===== config.mk =====
export PLATFORM = sky130hd
export DESIGN_NAME = llsc_resv_monitor
export DESIGN_NICKNAME = d
export VERILOG_FILES = /design/src/rtl/llsc_pkg.sv /design/src/rtl/resv_store.sv /design/src/rtl/sc_judge.sv /design/src/rtl/fail_tracker.sv /design/src/rtl/llsc_resv_monitor.sv
export SDC_FILE = /design/constraint.sdc
export NUM_CORES = 1
export LEC_CHECK = 0
export ABC_AREA = 1
export BUFFER_PORTS_ARGS = -buffer_cell sky130_fd_sc_hd__buf_4
export CAP_MARGIN = 20
export CORE_ASPECT_RATIO = 1.5
export CORE_MARGIN = 5
export CORE_UTILIZATION = 53
export CTS_CLUSTER_SIZE = 30
export DETAILED_ROUTE_END_ITERATION = 8
export GPL_TIMING_DRIVEN = 1
export PLACE_DENSITY = 0.92
export SLEW_MARGIN = 15
export SYNTH_ARGS = -nofsm -noshare
export SYNTH_HDL_FRONTEND = slang
export SYNTH_HIERARCHICAL = 1
export SYNTH_SLANG_ARGS = --single-unit

===== constraint.sdc =====
create_clock -name clk -period 3.32 [get_ports clk]
set_input_delay 0.83 -clock clk [delete_from_list [all_inputs] [get_ports clk]]
set_output_delay 0.83 -clock clk [all_outputs]
set_load 0.005 [all_outputs]

===== src/rtl/llsc_pkg.sv =====
package llsc_pkg;

  typedef enum logic [1:0] {
    SC_CODE_FAIL   = 2'd0,
    SC_CODE_DONE   = 2'd1,
    SC_CODE_BYPASS = 2'd2
  } sc_code_e;

  typedef struct packed {
    logic     fire;
    logic     forward;
    sc_code_e code;
  } sc_verdict_t;

  localparam sc_verdict_t VERDICT_IDLE = '{fire: 1'b0, forward: 1'b0, code: SC_CODE_FAIL};

endpackage


===== src/rtl/resv_store.sv =====
module resv_store #(
  parameter int PADDR_W  = 40,
  parameter int GRAN_LG2 = 4,
  parameter int LINE_LG2 = 6
) (
  input  logic               clk,
  input  logic               rst_n,
  input  logic               ll_valid,
  input  logic [PADDR_W-1:0] ll_addr,
  input  logic               snoop_valid,
  input  logic [PADDR_W-1:0] snoop_addr,
  input  logic               kill_req,
  output logic               resv_valid,
  output logic [PADDR_W-1:0] resv_addr,
  output logic               snoop_hit,
  output logic               flag_live
);

  localparam logic [PADDR_W-1:0] GRAN_MASK = (PADDR_W'(1) << GRAN_LG2) - PADDR_W'(1);

  function automatic logic [PADDR_W-1:0] granule_base(input logic [PADDR_W-1:0] a);
    return a & ~GRAN_MASK;
  endfunction

  function automatic logic same_line(input logic [PADDR_W-1:0] a, input logic [PADDR_W-1:0] b);
    return (a >> LINE_LG2) == (b >> LINE_LG2);
  endfunction

  // snoop only matters while a reservation is held
  assign snoop_hit = resv_valid && snoop_valid && same_line(snoop_addr, resv_addr);
  // flag as seen by a store-conditional in this cycle: snoop has priority
  assign flag_live = resv_valid && !snoop_hit;

  always_ff @(posedge clk) begin
    if (!rst_n) begin
      resv_valid <= 1'b0;
      resv_addr  <= '0;
    end else if (ll_valid) begin
      resv_valid <= 1'b1;
      resv_addr  <= granule_base(ll_addr);
    end else if (kill_req || snoop_hit) begin
      resv_valid <= 1'b0;
    end
  end

endmodule


===== src/rtl/sc_judge.sv =====
module sc_judge #(
  parameter int PADDR_W  = 40,
  parameter int GRAN_LG2 = 4
) (
  input  logic                     sc_valid,
  input  logic                     sc_uncached,
  input  logic [PADDR_W-1:0]       sc_addr,
  input  logic                     flag_live,
  input  logic [PADDR_W-1:0]       resv_addr,
  output llsc_pkg::sc_verdict_t    verdict,
  output logic                     fail_evt,
  output logic                     pass_evt
);
  import llsc_pkg::*;

  function automatic logic same_granule(input logic [PADDR_W-1:0] a, input logic [PADDR_W-1:0] b);
    return (a >> GRAN_LG2) == (b >> GRAN_LG2);
  endfunction

  logic cached_req;
  logic match;

  assign cached_req = sc_valid && !sc_uncached;
  assign match      = flag_live && same_granule(sc_addr, resv_addr);
  assign pass_evt   = cached_req && match;
  assign fail_evt   = cached_req && !match;

  always_comb begin
    verdict = VERDICT_IDLE;
    if (sc_valid) begin
      verdict.fire = 1'b1;
      if (sc_uncached) begin
        verdict.forward = 1'b1;
        verdict.code    = SC_CODE_BYPASS;
      end else if (match) begin
        verdict.forward = 1'b1;
        verdict.code    = SC_CODE_DONE;
      end
    end
  end

endmodule


===== src/rtl/fail_tracker.sv =====
module fail_tracker #(
  parameter int WARN_PERIOD = 100000
) (
  input  logic clk,
  input  logic rst_n,
  input  logic fail_evt,
  input  logic pass_evt,
  output logic warn_evt
);

  localparam int PH_W = (WARN_PERIOD > 1) ? $clog2(WARN_PERIOD) : 1;
  localparam logic [PH_W-1:0] PH_LAST = PH_W'(WARN_PERIOD - 1);

  // position of the failure count within the current warning period
  logic [PH_W-1:0] phase;

  function automatic logic [PH_W-1:0] phase_next(input logic [PH_W-1:0] p);
    return (p == PH_LAST) ? '0 : p + PH_W'(1);
  endfunction

  assign warn_evt = fail_evt && (phase == PH_LAST);

  always_ff @(posedge clk) begin
    if (!rst_n) begin
      phase <= '0;
    end else if (pass_evt) begin
      phase <= '0;
    end else if (fail_evt) begin
      phase <= phase_next(phase);
    end
  end

endmodule


===== src/rtl/llsc_resv_monitor.sv =====
module llsc_resv_monitor #(
  parameter int PADDR_W       = 40,
  parameter int LINE_BYTES    = 64,
  parameter int GRANULE_BYTES = 16,
  parameter int WARN_PERIOD   = 100000
) (
  input  logic               clk,
  input  logic               rst_n,
  input  logic               ll_valid,
  input  logic [PADDR_W-1:0] ll_addr,
  input  logic               sc_valid,
  input  logic [PADDR_W-1:0] sc_addr,
  input  logic               sc_uncached,
  input  logic               snoop_valid,
  input  logic [PADDR_W-1:0] snoop_addr,
  output logic               sc_resp_valid,
  output logic               sc_forward,
  output logic [1:0]         sc_code,
  output logic               livelock_warn
);
  import llsc_pkg::*;

  localparam int LINE_LG2 = $clog2(LINE_BYTES);
  localparam int GRAN_LG2 = $clog2(GRANULE_BYTES);

  logic               resv_valid;
  logic [PADDR_W-1:0] resv_addr;
  logic               snoop_hit;
  logic               flag_live;
  logic               fail_evt;
  logic               pass_evt;
  logic               warn_evt;
  sc_verdict_t        verdict;

  resv_store #(.PADDR_W(PADDR_W), .GRAN_LG2(GRAN_LG2), .LINE_LG2(LINE_LG2)) u_store (
    .clk        (clk),
    .rst_n      (rst_n),
    .ll_valid   (ll_valid),
    .ll_addr    (ll_addr),
    .snoop_valid(snoop_valid),
    .snoop_addr (snoop_addr),
    .kill_req   (fail_evt),
    .resv_valid (resv_valid),
    .resv_addr  (resv_addr),
    .snoop_hit  (snoop_hit),
    .flag_live  (flag_live)
  );

  sc_judge #(.PADDR_W(PADDR_W), .GRAN_LG2(GRAN_LG2)) u_judge (
    .sc_valid   (sc_valid),
    .sc_uncached(sc_uncached),
    .sc_addr    (sc_addr),
    .flag_live  (flag_live),
    .resv_addr  (resv_addr),
    .verdict    (verdict),
    .fail_evt   (fail_evt),
    .pass_evt   (pass_evt)
  );

  fail_tracker #(.WARN_PERIOD(WARN_PERIOD)) u_fails (
    .clk     (clk),
    .rst_n   (rst_n),
    .fail_evt(fail_evt),
    .pass_evt(pass_evt),
    .warn_evt(warn_evt)
  );

  always_ff @(posedge clk) begin
    if (!rst_n) begin
      sc_resp_valid <= 1'b0;
      sc_forward    <= 1'b0;
      sc_code       <= 2'd0;
      livelock_warn <= 1'b0;
    end else begin
      sc_resp_valid <= verdict.fire;
      sc_forward    <= verdict.forward;
      sc_code       <= verdict.code;
      livelock_warn <= warn_evt;
    end
  end

endmodule


==> run summary <==
• 0.00796 mm2 — core area
• 131 — Top Ports
• 5 — iteration count of the initial detailed-routing pass
• 0.05 ns — CTS clock-pin slew for the worst setup and hold paths
• 0.56 ns — reg-to-reg slack, setup
• 5 — worst-path maximum fanout
• u_fails/phase[16] — destination of the critical timing path
• 26 — critical path depth in cells
• input pin — sort of element at the start of the critical path
• 2.94 nW — reported leakage power
• 5.63 um2 — Syn Area/Cell
• simple AND/OR/NAND/NOR gates — CP delay by family, top
• 59 — clock net sink count
• 9 — number of buffers inserted during clock tree synthesis
• 0 — Post-DRT Antenna Nets
• 70.4% — final core area utilization
• 0.00118 mm2 — Reg area
• yes — TritonCTS clock tree
• 888 — net count after synthesis
• 40 — std cell rows
• 30.7% — area growth from synthesis to final layout
• 0.00429 mm2 — Netlist Area Pre-Place
• 0 — sum of overflow across all layers after global routing
• 55 — pin count of the biggest net entering global routing
• 6 — warning count from the yosys run
• nor2_2 — cell with the largest stage delay on the worst path
• 2 — maximum count of clock buffers along a single path
• clkbuf_16 — clock root buffer
• 3 — CTS H-tree lvls
• 26 — cell depth of the worst flop-to-flop path
• 44.7% — relative slew slack
• nand2_1 — most frequent cell on the critical path
• 5.10 — Avg Vias per Cell
• 725 — Layout fillers
• 29.3% — combined global-route utilization of all metal layers
• 1008 — total number of nets in the final design
• 403 mW/mm2 — areal power density over the cells
• 3.53 ns — critical path required time
• completed — run status
• 0 — MaxCap Viol Count
• 116 — port bufs
• 761 — synthesized netlist cell count
• 5052 — via count
• u_store/resv_addr[8] — Crit Reg-Reg Startpoint
• 0.00246 mm2 — total area of multi-input combinational cells
• 0 — Post-route DRC
• flop — Worst setup EP type
• 344 MHz — Achievable Freq
• 0.337 mV — highest ir drop seen on vdd
• 0 — initial antenna violation count
• 0.00727 ns — Max Clock Skew
• 87.5% — Tcrit/Tclk final
• 53.9% — initial cell density of the core
• no — unrepaired setup endpoints after global routing
• 19.3% — layout cells sized above 1
• 14.6 um — Routed WL per cell
• input pin to flop — Setup CP Type
• 0.0100 mm2 — area of the die
• 83.4 um — die width
• 5015 — via count of the first global-routing pass
• 23100 um — wire length of the first global-routing pass
• 0.828 ns — slew at the pin with the worst max-slew slack
• 14500 um — routed wire length
• flop to flop — hold crit path type
• 398 — count of routing violations after the opening detailed-route iteration
• 0 — Hold Fails Final Rpt
• 5 — count of buffering cells on the critical path with inverters included
• u_fails/phase[16] — Worst R2R End
• 120 um — Vert. Die Dim
• 0 — number of failing setup endpoints in the final timing report
• 0 — count of antenna diodes in the layout
• 11300 um — placed wire-length estimate after detailed placement
• 0 ns — total negative slack
• 2.90 ns — final critical delay including setup and external delays
• 3.12 ns — data arrival time of the critical path
• snoop_addr[38] — critical path startpoint
• 0.20 ns — delay of the slowest cell on the worst path
• 0 — final number of max-transition violations
• 0.988 — gpl congestion
• 0.33 ns — Skew-Pair Late Insertion Delay
-- state kept, by name (all words and copies together) (netlist names) --
register / count
u_store/resv_valid: 1
sc_code: 2
sc_resp_valid: 1
sc_forward: 1
livelock_warn: 1
u_store/resv_addr: 36
u_fails/phase: 17
-- worst min-delay path by stage --
stage	from	endpoint	slack [ns]	cells after the start
6_report	u_store/resv_valid	u_store/resv_valid	0.51	2
5_1_grt	u_store/resv_valid	u_store/resv_valid	0.54	2
4_1_cts	u_store/resv_valid	u_store/resv_valid	0.51	2
3_5_place_dp	u_store/resv_addr[15]	u_store/resv_addr[15]	0.50	2
3_3_place_gp	u_fails/phase[13]	u_fails/phase[13]	0.49	2
2_1_floorplan	u_store/resv_addr[15]	u_store/resv_addr[15]	0.46	2
-- worst register-to-register path, cell delays in order, from the launching register on --
cell,delay [ns]
dfxtp_1,0.46
inv_1,0.09
nand2_1,0.09
o21ai_0,0.09
nor2_1,0.10
nand4_1,0.10
nor3_2,0.11
nand3_1,0.09
nor2_2,0.09
nor2_1,0.07
inv_1,0.06
nor2_1,0.04
nand2_1,0.05
nor2_1,0.05
nand2_1,0.08
nor2_2,0.05
nand3_1,0.05
nand2_1,0.06
nor2_2,0.20
buf_4,0.18
nand2_1,0.05
inv_1,0.05
nand2_1,0.06
nor2_1,0.17
nand3_1,0.10
nand2_1,0.08
nor2_1,0.04
-- power breakdown --
group / leakage, nW / internal (W) / total [W] / switching (W)
clock: 0.159 / 0.000696 / 0.00103 / 0.000333
combinational: 2.30 / 0.000197 / 0.000438 / 0.000240
sequential: 0.486 / 0.000744 / 0.000791 / 0.0000464
-- through the flow --
step                setup WS [ns]  cell area [um2]  power, W  std cells  hold slack [ns]
global placement           0.0472             5270   0.00122        975            0.491
CTS                         0.327             5600   0.00226        991            0.511
global route               0.0140             5600   0.00235        991            0.538
detailed placement        -0.0183             5270   0.00123        975            0.497
finish                      0.416             5600   0.00226        991            0.510
floorplan                   0.439             4290   0.00103        761            0.461
-- what timing repair did --
item | CTS | global route
setup buffers | 0 | 0
hold buffers | 0 | 0
gates resized for setup | 0 | 1
setup endpoints to repair | 0 | 3
-- cell usage in the layout (no fill, tap or decap), drive strengths merged, types with 2 or more instances in the layout --
| cell type | count |
|---|---|
| nand3b | 2 |
| o21ai | 50 |
| nand2 | 251 |
| nor2 | 107 |
| clkinv | 5 |
| clkbuf | 12 |
| nor3b | 3 |
| a21oi | 34 |
| buf | 121 |
| o21bai | 2 |
| nand4 | 14 |
| nand3 | 25 |
| xnor2 | 13 |
| or2 | 6 |
| dfxtp | 59 |
| o22ai | 3 |
| bufinv | 2 |
| xor2 | 10 |
| inv | 154 |
| nor3 | 8 |
-- routing by layer --
layer / vias up / GRT usage [%] / share of wire (%)
met5: - / 0 / 0
met4: 0 / 19.8 / 7.2
met3: 73 / 8.24 / 6.8
met2: 219 / 52.1 / 51
met1: 2226 / 29.4 / 35
li1: 2534 / - / -
-- area by class of cell --
type	count	area share (%)
sequential	59	21.1
clock buffer	12	4.58
timing repair buffer	121	16.2
clock inverter	4	1.30
multi-input combinational	532	43.9
inverter	158	10.6
tap	105	2.35
No activity file was read; power rests on OpenSTA's default activity.
